==> src/rtl/bsd_pkg.sv <==
// Package: shared status-bit positions and the command strobe bundle.
// Assumes the status byte is eight bits with fixed bit meanings.
package bsd_pkg;
    localparam int ST_W     = 8;
    localparam int ST_INTA  = 0;
    localparam int ST_READ  = 1;
    localparam int ST_STACK = 2;
    localparam int ST_HALT  = 3;
    localparam int ST_OUT   = 4;
    localparam int ST_FETCH = 5;
    localparam int ST_IN    = 6;
    localparam int ST_MEM   = 7;

    typedef struct packed {
        logic mem_rd;
        logic mem_wr;
        logic io_rd;
        logic io_wr;
        logic inta;
    } cmd_t;
endpackage

==> src/rtl/status_latch.sv <==
// Module: holds the status byte captured in the marked cycle.
// Assumes the marker is synchronous to clk; reset is synchronous, active low.
module status_latch #(
    parameter int W = 8
) (
    input  logic         clk,
    input  logic         rst_n,
    input  logic         load,
    input  logic [W-1:0] d,
    output logic [W-1:0] q
);
    // Capture on the marker, hold otherwise, clear on reset.
    always_ff @(posedge clk) begin
        if (!rst_n)
            q <= '0;
        else if (load)
            q <= d;
    end
endmodule

==> src/rtl/strobe_gen.sv <==
// Module: decodes the stored status byte and the live strobes into commands.
// Assumes rd is active high and wr_n is active low; purely combinational.
module strobe_gen
    import bsd_pkg::*;
(
    input  logic [ST_W-1:0] st,
    input  logic            rd,
    input  logic            wr_n,
    output cmd_t            cmd
);
    logic wr;

    // Bring the write strobe to active-high form.
    always_comb wr = ~wr_n;

    // Form each command; interrupt acknowledge takes priority over memory read.
    always_comb begin
        cmd.inta   = st[ST_INTA] & rd;
        cmd.mem_rd = st[ST_MEM] & ~st[ST_INTA] & rd;
        cmd.io_rd  = st[ST_IN] & rd;
        cmd.io_wr  = st[ST_OUT] & wr;
        cmd.mem_wr = ~st[ST_READ] & ~st[ST_OUT] & wr;
    end
endmodule

==> src/rtl/port_pick.sv <==
// Module: selects which address half carries the port number.
// Assumes ADDR_W is even; PORT_HI picks the upper half.
module port_pick #(
    parameter int ADDR_W  = 16,
    parameter bit PORT_HI = 1'b0
) (
    input  logic [ADDR_W-1:0]   addr,
    output logic [ADDR_W/2-1:0] port
);
    localparam int HALF = ADDR_W / 2;

    generate
        if (PORT_HI) begin : g_hi
            // Take the upper address half.
            always_comb port = addr[ADDR_W-1:HALF];
        end else begin : g_lo
            // Take the lower address half.
            always_comb port = addr[HALF-1:0];
        end
    endgenerate
endmodule

==> src/rtl/bus_cycle_decoder.sv <==
// Top: captures the processor status byte and issues per-cycle commands.
// Assumes a single clock domain with synchronous active-low reset.
module bus_cycle_decoder
    import bsd_pkg::*;
#(
    parameter int ADDR_W  = 16,
    parameter bit PORT_HI = 1'b0
) (
    input  logic                clk,
    input  logic                rst_n,
    input  logic                sync_i,
    input  logic [ST_W-1:0]     data_i,
    input  logic                rd_i,
    input  logic                wr_n_i,
    input  logic [ADDR_W-1:0]   addr_i,
    output logic                mem_rd_o,
    output logic                mem_wr_o,
    output logic                io_rd_o,
    output logic                io_wr_o,
    output logic                inta_o,
    output logic                stack_o,
    output logic                halt_o,
    output logic                fetch_o,
    output logic [ADDR_W/2-1:0] port_o
);
    logic [ST_W-1:0] status_q;
    cmd_t            cmd;

    status_latch #(.W(ST_W)) u_latch (
        .clk  (clk),
        .rst_n(rst_n),
        .load (sync_i),
        .d    (data_i),
        .q    (status_q)
    );

    strobe_gen u_strobe (
        .st  (status_q),
        .rd  (rd_i),
        .wr_n(wr_n_i),
        .cmd (cmd)
    );

    port_pick #(.ADDR_W(ADDR_W), .PORT_HI(PORT_HI)) u_port (
        .addr(addr_i),
        .port(port_o)
    );

    // Drive the command and flag outputs.
    always_comb begin
        mem_rd_o = cmd.mem_rd;
        mem_wr_o = cmd.mem_wr;
        io_rd_o  = cmd.io_rd;
        io_wr_o  = cmd.io_wr;
        inta_o   = cmd.inta;
        stack_o  = status_q[ST_STACK];
        halt_o   = status_q[ST_HALT];
        fetch_o  = status_q[ST_FETCH];
    end
endmodule

==> config.mk <==
export PLATFORM = sky130hd
export DESIGN_NAME = bus_cycle_decoder
export DESIGN_NICKNAME = d
export VERILOG_FILES = /design/src/rtl/bsd_pkg.sv /design/src/rtl/status_latch.sv /design/src/rtl/strobe_gen.sv /design/src/rtl/port_pick.sv /design/src/rtl/bus_cycle_decoder.sv
export SDC_FILE = /design/constraint.sdc
export NUM_CORES = 1
export LEC_CHECK = 0
export BUFFER_PORTS_ARGS = -buffer_cell sky130_fd_sc_hd__buf_2
export CORE_AREA = 8 8 45 47
export DETAILED_ROUTE_END_ITERATION = 8
export DIE_AREA = 0 0 53 55
export GPL_TIMING_DRIVEN = 0
export PLACE_DENSITY = 0.74
export SLEW_MARGIN = 15
export SYNTH_ARGS = -nofsm -noshare
export SYNTH_HDL_FRONTEND = slang
export SYNTH_SLANG_ARGS = --single-unit
==> constraint.sdc <==
create_clock -name clk -period 0.8 [get_ports clk]
set_input_delay 0.08 -clock clk [delete_from_list [all_inputs] [get_ports clk]]
set_output_delay 0.08 -clock clk [all_outputs]
set_load 0.02 [all_outputs]
# Word level (Yosys, flattened, before mapping)
# Index checks and enable logic that the tools add are counted.
classes:
  n_mux: 0
  add_sub_neg: 0
  eq_ne: 0
  shifts: 0
  div: 0
  bitwise: 11
  n_lt_le_gt_ge: 0
  mul: 0
  n_reduce_logical: 0
op_table:
  columns: ["cell", "count"]
  rows:
  - ["1-bit AND", 7]
  - ["1-bit inverter", 4]
word_totals:
  rom_bits: 0
  mem_bits_rw: 0
  register_bits: 8
  latch_bits: 0
  n_memories: 0
  out_inout_bits: 16

# Longest topological paths before layout
# Gate-level depths: netlist of the first run.
depth:
  depth_word: 3
  mapped_depth: 3

# Hierarchy
# Synthesis of the first run repeated with hierarchy kept, for this count alone.
hier_totals:
  cells_unflattened: 38
  hier_area_um2: 400.4
modules_own_cells:
  columns: ["module", "cells_per_inst", "area_each_um2", "n_inst"]
  rows:
  - ["status_latch", 25, 301.5, 1]
  - ["port_pick", 8, 60.1, 1]
  - ["strobe_gen", 5, 38.8, 1]

# Least setup slack after synthesis of the first run
# Ideal clock, no wire load.
synth_timing:
  path_kind: "register -> output"
  from: "register u_latch.q[4]"
  to: "output mem_wr_o"
  required_time_ps: 720
  path_stages_with_launch: 2
  slack_ps: -84
  t_arrival_ps: 804
  cell_sequence: "dfxtp_1 > nor3_1"
synth_between:
  elab_chain_len: 3
synth_lines:
  columns: ["element", "line_no", "source"]
  rows:
  - ["start: declaration", "status_latch.sv:10", "output logic [W-1:0] q"]
  - ["start signal: assignment", "status_latch.sv:15", "q <= '0;"]
  - ["start signal: assignment", "status_latch.sv:17", "q <= d;"]
  - ["1-bit inverter", "strobe_gen.sv:22", "cmd.mem_wr = ~st[ST_READ] & ~st[ST_OUT] & wr;"]
  - ["1-bit AND (2 in a row)", "strobe_gen.sv:22", null]
  - ["end: declaration", "bus_cycle_decoder.sv:17", "output logic mem_wr_o,"]
# No other way between the ends.

# Worst setup path in the final report of the first run
layout_timing:
  from: "register u_latch.q[0]"
  to: "output mem_rd_o"
layout_between:
  elab_chain_len: 3
layout_lines:
  columns: ["element", "line_no", "source"]
  rows:
  - ["1-bit inverter", "strobe_gen.sv:19", "cmd.mem_rd = st[ST_MEM] & ~st[ST_INTA] & rd;"]
  - ["1-bit AND (2 in a row)", "strobe_gen.sv:19", null]
  - ["end: declaration", "bus_cycle_decoder.sv:16", "output logic mem_rd_o,"]
# No other way between the ends.

==> impl_metrics.json, run 1 <==
{
  "status": "finished, violations left",
  "failed_checks": "setup timing",
  "r2r_setup_slack_ns": 0.18,
  "min_from": "data_i[3]",
  "ys_seq_elements": 8,
  "n_antenna_cell": 0,
  "cts_buffers": 3,
  "crit-reg2reg-capture": "u_latch.q[1]",
  "post_route_skew_ns": 0,
  "clk_pin_slew_worst_paths_ns": 0.06,
  "flip_flop_count_of_the_largest_register_after_layout": 8,
  "drtIter0Drc": 0,
  "longest_clk_path_bufs": 2,
  "cts.htree.levels": 1,
  "finalCriticalPeriod_ns": 0.9769,
  "timing.critical_path.required_ns": 0.72,
  "synth_area_leaders": "sky130_fd_sc_hd__dfxtp_1 41%, sky130_fd_sc_hd__mux2i_1 20%, sky130_fd_sc_hd__buf_4 15%",
  "grt-ovfl-total": 0,
  "final_design_area_no_fill_um2": 641.9,
  "start_kind": "flop",
  "worst_pin_slew_ns": 0.1367,
  "worst_slew_margin_rel_pct": 90.62,
  "grt_pass1_vias": 368,
  "final_cell_mix": "19 x sky130_fd_sc_hd__buf_2, 9 x sky130_fd_sc_hd__buf_4, 8 x sky130_fd_sc_hd__buf_6, 8 x sky130_fd_sc_hd__mux2i_1, 8 x sky130_fd_sc_hd__nor2b_1",
  "r2r.worst_path.cells": 2,
  "post_cts_setup_buffer_count": 0,
  "fmax_mhz": 1024,
  "drc_errors": 0,
  "timing.setup.critical_path_class": "reg2out",
  "design_power_total_uw": 995.8,
  "layout-area-overhead-vs-synth_pct": 62.86,
  "yosys.area.top_type": "sky130_fd_sc_hd__dfxtp_1",
  "clkLatencyLatePin_ns": 0.24,
  "synthDistinctLibCells": 8,
  "drv_slew": 0,
  "clock_tree_from_tritoncts": "built",
  "layout_worst_path_cycle_share_pct": 122.1,
  "avgSynthCellArea_um2": 10.37,
  "globalplace.congestion": 0.6189,
  "worstSetupStartpoint": "u_latch.q[0]",
  "max_cap_viol_count": 0,
  "grt_start_max_net_pins": 9,
  "pre_cts_ws_ns": 0.05896,
  "detailroute.via_count": 337,
  "cts.sinks": 8,
  "setup_violations": 5,
  "grt_setup_unrepaired": "true",
  "antenna_found_initial": 0,
  "p_leak_nw": 0.3306,
  "reg.largest.list": "u_latch.q (8)",
  "fill_cell_count": 135,
  "synth-warning-count": 0,
  "placement.io_buffers": 27,
  "finalHoldViolCount": 0,
  "critical_path.endpoint": "mem_rd_o",
  "placedInstanceArea_um2": 554.3,
  "initial_core_util_pct": 28.48,
  "post_synth_instance_area_um2": 394.1,
  "timing.critical_path.to_type": "primary output",
  "finalWorstSetupSlack_ns": -0.1769,
  "grt_use_total_pct": 7.186,
  "die_height_um": 55,
  "core.rowCount": 14,
  "layout-drive-gt1-share_pct": 72.06,
  "hold_path.class": "in2reg",
  "max_flop_register": "u_latch.q",
  "num_io_pins": 45,
  "detailedPlacementHpwl_um": 885.6,
  "vdd_drop_max_v": 0.0008484,
  "wire_per_inst_um": 12.85,
  "critPathArrivalTime_ns": 0.90,
  "synth_fp_nets": 67,
  "critPathMaxFanout": 3,
  "rr_startpoint": "u_latch.q[1]",
  "synth_sequential_area_ratio_pct": 40.63,
  "post_drt_antenna_nets": 0,
  "die_w_um": 53,
  "layout.nets": 99,
  "cts-hold-fix-buffers": 0,
  "grt_first_pass_wirelength_um": 1538,
  "drt_wl_total_um": 1079,
  "cells_after_synthesis": 38,
  "total_power_density_per_cell_area_mw_per_mm2": 1551,
  "firstDrtPassIters": 1,
  "die_area_mm2": 0.002915,
  "root_buffer": "sky130_fd_sc_hd__clkbuf_4",
  "via_per_inst": 4.012,
  "commonest_non_fill_non_tap_cell_in_the_layout": "sky130_fd_sc_hd__buf_2",
  "core_area_mm2": 0.001384,
  "synth_top_area_share_pct": 40.63
}
metal layers:
layer  global-route usage (%)  vias up  wire [µm]
li1                         -      177          -
met1                    6.912      145        395
met2                    12.50       15        571
met3                    4.278        0        113
met4                    2.586        0          0
met5                        0        -          0
cell type report:
cell class / count / area, µm² / share of cell area [%]
sequential: 8 / 168.9 / 26.32
buffer: 9 / 71.32 / 11.11
timing repair buffer: 27 / 181.4 / 28.27
multi-input combinational: 21 / 177.7 / 27.68
clock buffer: 3 / 22.52 / 3.509
tap: 16 / 20.02 / 3.119
synth_stat cells:
cell / n
sky130_fd_sc_hd__nor2b_1: 9
sky130_fd_sc_hd__nor3_1: 1
sky130_fd_sc_hd__dfxtp_1: 8
sky130_fd_sc_hd__and3b_1: 1
sky130_fd_sc_hd__and2_1: 2
sky130_fd_sc_hd__buf_4: 8
sky130_fd_sc_hd__buf_6: 1
sky130_fd_sc_hd__mux2i_1: 8
report_power, final:
group,switching [mW],internal (mW)
Combinational,0.113,0.137
Sequential,0.0150,0.427
Clock,0.132,0.171
Total,0.261,0.735
what timing repair did:
action,4_1_cts,5_1_grt
gates resized for setup,21,4
gates cloned,0,0
pin swaps,1,0
setup endpoints to repair,8,8
per-stage QoR:
stage	utilization (%)	TNS, ns	hold slack (ns)	instances
finish	46.38	-0.6453	0.09108	84
CTS	45.30	-0.7391	0.08213	84
global route	46.38	-0.8925	0.09133	84
global placement	40.05	0	0.3392	81
detailed placement	40.05	0	0.3446	81
floorplan	-	0	0.2056	38
cells by family after synthesis:
logic type	count (synthesis)	synth area share, %
DFF	8	40.63
and+or+nand+nor	13	20.95
buffers and inverters	9	18.10
muxes	8	20.32
worst min-delay path by stage:
stage	endpoint	slack, ns	cells after the start
after CTS	u_latch.q[6]	0.08	3
after detailed placement	u_latch.q[6]	0.34	3
after floorplan	mem_wr_o	0.21	1
after global routing	u_latch.q[7]	0.09	3
after global placement	u_latch.q[5]	0.34	3
final	u_latch.q[3]	0.09	3
worst max-delay path: stages (launching register included):
cell	delay, ns
sky130_fd_sc_hd__dfxtp_2	0.32
sky130_fd_sc_hd__and3b_1	0.22
sky130_fd_sc_hd__buf_6	0.12
No activity file was read; power rests on OpenSTA's default activity.
==> run 2: changes to the inputs <==
ABC_AREA = 1   (was default)
CORE_AREA = default   (was 8 8 45 47)
CORE_MARGIN = 8   (was default)
CORE_UTILIZATION = 33   (was default)
DIE_AREA = default   (was 0 0 53 55)
PLACE_DENSITY = 0.77   (was 0.74)
==> run 2 against run 1 <==
  * The flow still finishes with violations (setup timing)
  * Hold slack got worse by 0.028 ns
  * Global-route usage rose by 1.0 points
  * Final cell count rose by 33%
  * Sequential power rose by 2%
  * Clock power barely moved
  * Utilization rose by 7.9 points
  * Design area rose by 8.6%
  * Critical endpoint unchanged
  * Highest routed layer unchanged
==> impl_metrics.json, run 2 <==
{
  "status": "finished, violations left",
  "failed_checks": "setup timing",
  "globalplace.congestion": 0.6302,
  "detailroute.via_count": 463,
  "grt_use_total_pct": 8.207,
  "avgSynthCellArea_um2": 6.642,
  "clkLatencyLatePin_ns": 0.24,
  "finalHoldViolCount": 0,
  "placement.io_buffers": 26,
  "initial_core_util_pct": 35.15,
  "via_per_inst": 4.134,
  "post_cts_setup_buffer_count": 0,
  "firstDrtPassIters": 4,
  "met3_wirelength_um": 188,
  "critPathArrivalTime_ns": 0.87,
  "root_buffer": "sky130_fd_sc_hd__clkbuf_4",
  "timing.critical_path.to_type": "primary output",
  "layout-drive-gt1-share_pct": 58.76,
  "route.met2.wl_um": 556,
  "cts.sinks": 8,
  "finalWorstSetupSlack_ns": -0.1454,
  "num_io_pins": 45,
  "max_cap_viol_count": 0,
  "cells_after_synthesis": 68,
  "detailedPlacementHpwl_um": 942.5,
  "final_cell_mix": "18 x sky130_fd_sc_hd__buf_2, 16 x sky130_fd_sc_hd__nor2_1, 15 x sky130_fd_sc_hd__nand2_1",
  "synth_sequential_area_ratio_pct": 35.46,
  "cts.htree.levels": 1,
  "die_area_mm2": 0.002808,
  "placedInstanceArea_um2": 605.6,
  "post_drt_antenna_nets": 0,
  "post_synth_instance_area_um2": 451.7,
  "post_synth_most_frequent_cells": "18 x sky130_fd_sc_hd__nor2_1, 17 x sky130_fd_sc_hd__nand2_1, 11 x sky130_fd_sc_hd__inv_1",
  "yosys.area.top_type": "sky130_fd_sc_hd__dfxtp_1",
  "total_power_density_per_cell_area_mw_per_mm2": 1500,
  "n_antenna_cell": 0,
  "tns_ns": -0.5649,
  "grt_start_max_net_pins": 11,
  "clk_pin_slew_worst_paths_ns": 0.06,
  "vdd_drop_max_v": 0.0007487,
  "number_of_flops_mapped_to_enable_cells_by_yosys": 0,
  "synth_area_leaders": "sky130_fd_sc_hd__dfxtp_1 35%, sky130_fd_sc_hd__nor2_1 15%, sky130_fd_sc_hd__nand2_1 14%",
  "synth-warning-count": 0,
  "slowest_stage_delay_on_critical_path_ns": 0.34,
  "timing.critical_path.required_ns": 0.72,
  "grt-ovfl-total": 0,
  "core.rowCount": 13,
  "commonest_non_fill_non_tap_cell_in_the_layout": "sky130_fd_sc_hd__buf_2",
  "fill_cell_count": 126,
  "antenna_found_initial": 0,
  "multi_input_area_um2": 163.9,
  "met1_length_um": 392,
  "timing.critical_path.cells": "nand2_2 -> nor2_2 -> buf_6",
  "worst_pin_slew_ns": 0.1134,
  "worst_slew_margin_rel_pct": 92.40,
  "async_reset_ff_share_pct": 0,
  "final_design_area_no_fill_um2": 696.9,
  "topRoutingLayerUsed": "met3",
  "die_w_um": 53.00,
  "setup_violations": 5,
  "ff_latch_area_um2": 172.7,
  "grt_first_pass_wirelength_um": 1773,
  "ys_seq_elements": 8,
  "post_route_skew_ns": 0,
  "p_leak_nw": 0.4072,
  "flip_flop_count_of_the_largest_register_after_layout": 8,
  "grt_pass1_vias": 448,
  "hold_path.class": "in2reg",
  "layout-area-overhead-vs-synth_pct": 54.29,
  "critPathMaxFanout": 2,
  "layout_worst_path_cycle_share_pct": 118.2,
  "grt_setup_unrepaired": "true",
  "max_flop_register": "u_latch.q",
  "drv_slew": 0,
  "start_kind": "flop",
  "die_height_um": 53.00,
  "synthDistinctLibCells": 9,
  "wire_per_inst_um": 10.15,
  "synth_fp_nets": 97,
  "finalCriticalPeriod_ns": 0.9454,
  "cp_slowest_cell": "sky130_fd_sc_hd__dfxtp_2",
  "drt_wl_total_um": 1137,
  "timing.setup.critical_path_class": "reg2out",
  "clock_tree_from_tritoncts": "built",
  "post-synth-top-count-cell": "sky130_fd_sc_hd__nor2_1",
  "cts_buffers": 3,
  "drtIter0Drc": 4,
  "longest_clk_path_bufs": 2,
  "fmax_mhz": 1058,
  "layout.nets": 128,
  "synth_top_area_share_pct": 35.46,
  "core_area_mm2": 0.001285,
  "drc_errors": 0,
  "ys_flop_type": "sky130_fd_sc_hd__dfxtp_1",
  "reg.largest.list": "u_latch.q (8)"
}
run 2: cell count changes after synthesis, sizes merged:
cell   delta
inv      +11
and3b     -1
mux2i     -8
nand2    +19
nor2b     -9
buf       +2
nor2     +18
and2      -2
run 2: logic make-up (layout without fill, tap and decap cells):
logic type | after synthesis | in the layout | share of synthesized area [%]
buf+inv | 22 | 51 | 31.58
flops | 8 | 8 | 35.46
simple gates | 38 | 38 | 32.96
run 2: metal layers:
metal,up-vias,global-route usage (%)
met1,193,8.889
met5,-,0
met3,0,4.482
li1,245,-
met4,0,2.586
met2,25,13.28
run 2: what timing repair did:
item / in CTS / in global routing
pin swaps: 1 / 2
gates cloned: 0 / 0
setup endpoints to repair: 8 / 8
hold buffers: 0 / 0
resized for setup: 19 / 11
run 2: report_power, final:
group / total, mW / leakage (nW) / switching, mW / internal (mW)
Combinational: 0.291 / 0.324 / 0.143 / 0.148
Clock: 0.302 / 0.0138 / 0.131 / 0.171
Sequential: 0.452 / 0.0691 / 0.0211 / 0.431
Total: 1.05 / 0.407 / 0.295 / 0.750
run 2: cell type report:
class	count	area share (%)
buffer	11	14.54
clock buffer	3	3.232
inverter	11	5.925
multi-input combinational	38	23.52
sequential	8	24.78
tap	15	2.693
timing repair buffer	26	25.31
run 2: path summary, 6_finish.rpt:
path                            depth (start not counted)         start      endpoint  slack [ns]
worst max-delay path                                    3  u_latch.q[7]      mem_rd_o       -0.15
worst min register to register                          2  u_latch.q[6]  u_latch.q[6]        0.47
worst max register to register                          2  u_latch.q[0]  u_latch.q[0]        0.21
worst min-delay path                                    3         rst_n  u_latch.q[2]        0.06
run 2: per-stage QoR:
step           setup WS [ns]  power [mW]  hold slack, ns  util, %  std cells
2_1_floorplan        0.06105      0.6299          0.2056        -         68
5_1_grt              -0.2103       1.122         0.06889    54.24        112
3_5_place_dp         0.07474      0.7144          0.3297    47.13        109
3_3_place_gp         0.08273      0.7068          0.3249    47.13        109
6_report             -0.1454       1.046         0.06287    54.24        112
4_1_cts              -0.1507       1.051         0.05476    52.29        112
run 2: critical path, delay by kind of cell (launching register included):
family                 cells  cell delay, ns
buffers and inverters      1            0.12
DFF                        1            0.34
and+or+nand+nor            2            0.16
==> run 3: changes to the inputs <==
ABC_AREA = default   (was 1)
CORE_AREA = 8 8 45 47   (was default)
CORE_MARGIN = default   (was 8)
CORE_UTILIZATION = default   (was 33)
DIE_AREA = 0 0 53 55   (was default)
PLACE_DENSITY = 0.74   (was 0.77)
SKIP_LAST_GASP = 1   (was default)
==> run 3 against run 2 <==
  * The run still ends with setup timing left
  * Design area fell by 8.1%
  * Sequential cell count did not move
  * Global-route usage fell by 1.0 points
  * First-iteration DRC count fell by 100%
  * Utilization fell by 7.9 points
  * Clock power barely moved
  * Combinational power fell by 14%
  * Maximum frequency fell by 3.2%
  * Die area rose by 3.8%
  * Critical endpoint unchanged
==> impl_metrics.json, run 3 (same netlist as run 1, synthesis figures left out) <==
{
  "status": "finished, violations left",
  "failed_checks": "setup timing",
  "max_flop_register": "u_latch.q",
  "reg.largest.list": "u_latch.q (8)",
  "post_route_skew_ns": 0,
  "globalplace.congestion": 0.6189,
  "clock_tree_from_tritoncts": "built",
  "drtIter0Drc": 0,
  "detailroute.via_count": 337,
  "die_w_um": 53,
  "layout_worst_path_cycle_share_pct": 122.1,
  "root_buffer": "sky130_fd_sc_hd__clkbuf_4",
  "fmax_mhz": 1024,
  "vdd_drop_max_v": 0.0008474,
  "n_antenna_cell": 0,
  "multi_input_area_um2": 177.7,
  "layout.nets": 99,
  "placement.io_buffers": 27,
  "hold_slack_ns": 0.09108,
  "tns_ns": -0.6461,
  "clock_network_power_share_pct": 30.5,
  "cts.htree.levels": 1,
  "timing.critical_path.to_type": "primary output",
  "final_design_area_no_fill_um2": 640.6,
  "commonest_non_fill_non_tap_cell_in_the_layout": "sky130_fd_sc_hd__buf_2",
  "grt_first_pass_wirelength_um": 1538,
  "post_drt_antenna_nets": 0,
  "p_leak_nw": 0.3303,
  "antenna_found_initial": 0,
  "finalWorstSetupSlack_ns": -0.1769,
  "die_height_um": 55,
  "max_cap_viol_count": 0,
  "timing.critical_path.required_ns": 0.72,
  "worst_slew_margin_rel_pct": 90.72,
  "cts.sinks": 8,
  "firstDrtPassIters": 1,
  "ff_latch_area_um2": 167.7,
  "longest_clk_path_bufs": 2,
  "worst_pin_slew_ns": 0.1354,
  "dp_cells": 81,
  "fill_cell_count": 135,
  "timing.setup.critical_path_class": "reg2out",
  "critPathMaxFanout": 3,
  "switching_power_uw": 260.8,
  "grt_pass1_vias": 368,
  "core.rowCount": 14,
  "drv_slew": 0,
  "wire_per_inst_um": 12.82,
  "cts-hold-fix-buffers": 0,
  "layout-drive-gt1-share_pct": 70.59,
  "cp_slowest_cell": "sky130_fd_sc_hd__dfxtp_2",
  "flip_flop_count_of_the_largest_register_after_layout": 8,
  "combPwrFrac_pct": 25.1,
  "finalNonFillerCells": 84,
  "grt_start_max_net_pins": 9,
  "final_cell_mix": "19 x sky130_fd_sc_hd__buf_2, 9 x sky130_fd_sc_hd__buf_4, 8 x sky130_fd_sc_hd__buf_6, 8 x sky130_fd_sc_hd__mux2i_1, 8 x sky130_fd_sc_hd__nor2b_1",
  "detailedPlacementHpwl_um": 885.6,
  "finalHoldViolCount": 0,
  "total_power_density_per_cell_area_mw_per_mm2": 1553,
  "cts_buffers": 3,
  "clkLatencyLatePin_ns": 0.24,
  "setup_violations": 5,
  "initial_core_util_pct": 28.48,
  "num_io_pins": 45,
  "critPathArrivalTime_ns": 0.90,
  "slowest_stage_delay_on_critical_path_ns": 0.32,
  "start_kind": "flop",
  "hold_path.class": "in2reg",
  "post_cts_setup_buffer_count": 0,
  "die_area_mm2": 0.002915,
  "grt-ovfl-total": 0,
  "drc_errors": 0,
  "cell_internal_pwr_uw": 734.4,
  "drt_wl_total_um": 1077,
  "switching_share_pct": 26.21,
  "grt_setup_unrepaired": "true",
  "layout-area-overhead-vs-synth_pct": 62.54,
  "r2r.worst_path.cells": 2,
  "via_per_inst": 4.012,
  "placedInstanceArea_um2": 554.3,
  "grt_use_total_pct": 7.186,
  "clk_pin_slew_worst_paths_ns": 0.06,
  "finalCriticalPeriod_ns": 0.9769,
  "core_area_mm2": 0.001384,
  "hold_depth": 3,
  "timing.critical_path.cells": "and3b_1 -> buf_6",
  "seq_power_share_pct": 44.4
}
-- run 3: cell count changes in the layout (fill, tap and decap cells not counted), moves of 2 or more --
cell                      previous run  this run
sky130_fd_sc_hd__dfxtp_1             0         2
sky130_fd_sc_hd__nor2b_1             0         8
sky130_fd_sc_hd__nor2_1             16         0
sky130_fd_sc_hd__inv_1               9         0
sky130_fd_sc_hd__nand2_2             4         0
sky130_fd_sc_hd__nand2_1            15         0
sky130_fd_sc_hd__mux2i_1             0         8
sky130_fd_sc_hd__buf_8               2         0
sky130_fd_sc_hd__inv_2               2         0
sky130_fd_sc_hd__nor2_2              2         0
-- run 3: timing repair --
action | 4_1_cts | 5_1_grt
setup endpoints to repair | 8 | 8
cloned | 0 | 0
resized for setup | 20 | 4
pin swaps | 1 | 0
-- run 3: critical path: cells and delay by family (launching register included) --
kind	cells	cell delay, ns
flip-flops	1	0.32
buffers and inverters	1	0.12
AND/OR/NAND/NOR	1	0.22
-- run 3: power groups by stage --
| stage | Combinational [mW] | Clock [mW] | Sequential [mW] |
|---|---|---|---|
| after floorplan | 0.135 | 0 | 0.453 |
| after global placement | 0.221 | 0 | 0.442 |
| after detailed placement | 0.225 | 0 | 0.444 |
| after CTS | 0.248 | 0.319 | 0.441 |
| after global routing | 0.266 | 0.349 | 0.444 |
| final | 0.250 | 0.304 | 0.441 |
-- run 3: metrics by stage --
stage               utilization, %  setup WS, ns  total power, mW
finish                       46.29       -0.1769           0.9952
global route                 46.29       -0.2201            1.058
detailed placement           40.05       0.05896           0.6687
CTS                          45.21       -0.1938            1.008
global placement             40.05       0.07670           0.6630
floorplan                        -       0.04295           0.5880
-- run 3: worst paths after layout --
path / start / to / slack (ns)
max: u_latch.q[0] / mem_rd_o / -0.18
min: data_i[3] / u_latch.q[3] / 0.09
max reg2reg: u_latch.q[1] / u_latch.q[1] / 0.18
min reg2reg: u_latch.q[6] / u_latch.q[6] / 0.51
-- run 3: cell type report --
class                   count  share of cell area (%)
repair buffers             27                   28.32
plain buffers               9                   11.13
clock buffers               3                   3.516
multi-input cells          21                   27.73
well taps                  16                   3.125
flip-flops and latches      8                   26.17
-- run 3: routing by layer --
metal | wire length (µm) | global-route usage (%)
met4 | 0 | 2.586
met1 | 393 | 6.912
met5 | 0 | 0
met2 | 571 | 12.50
met3 | 113 | 4.278
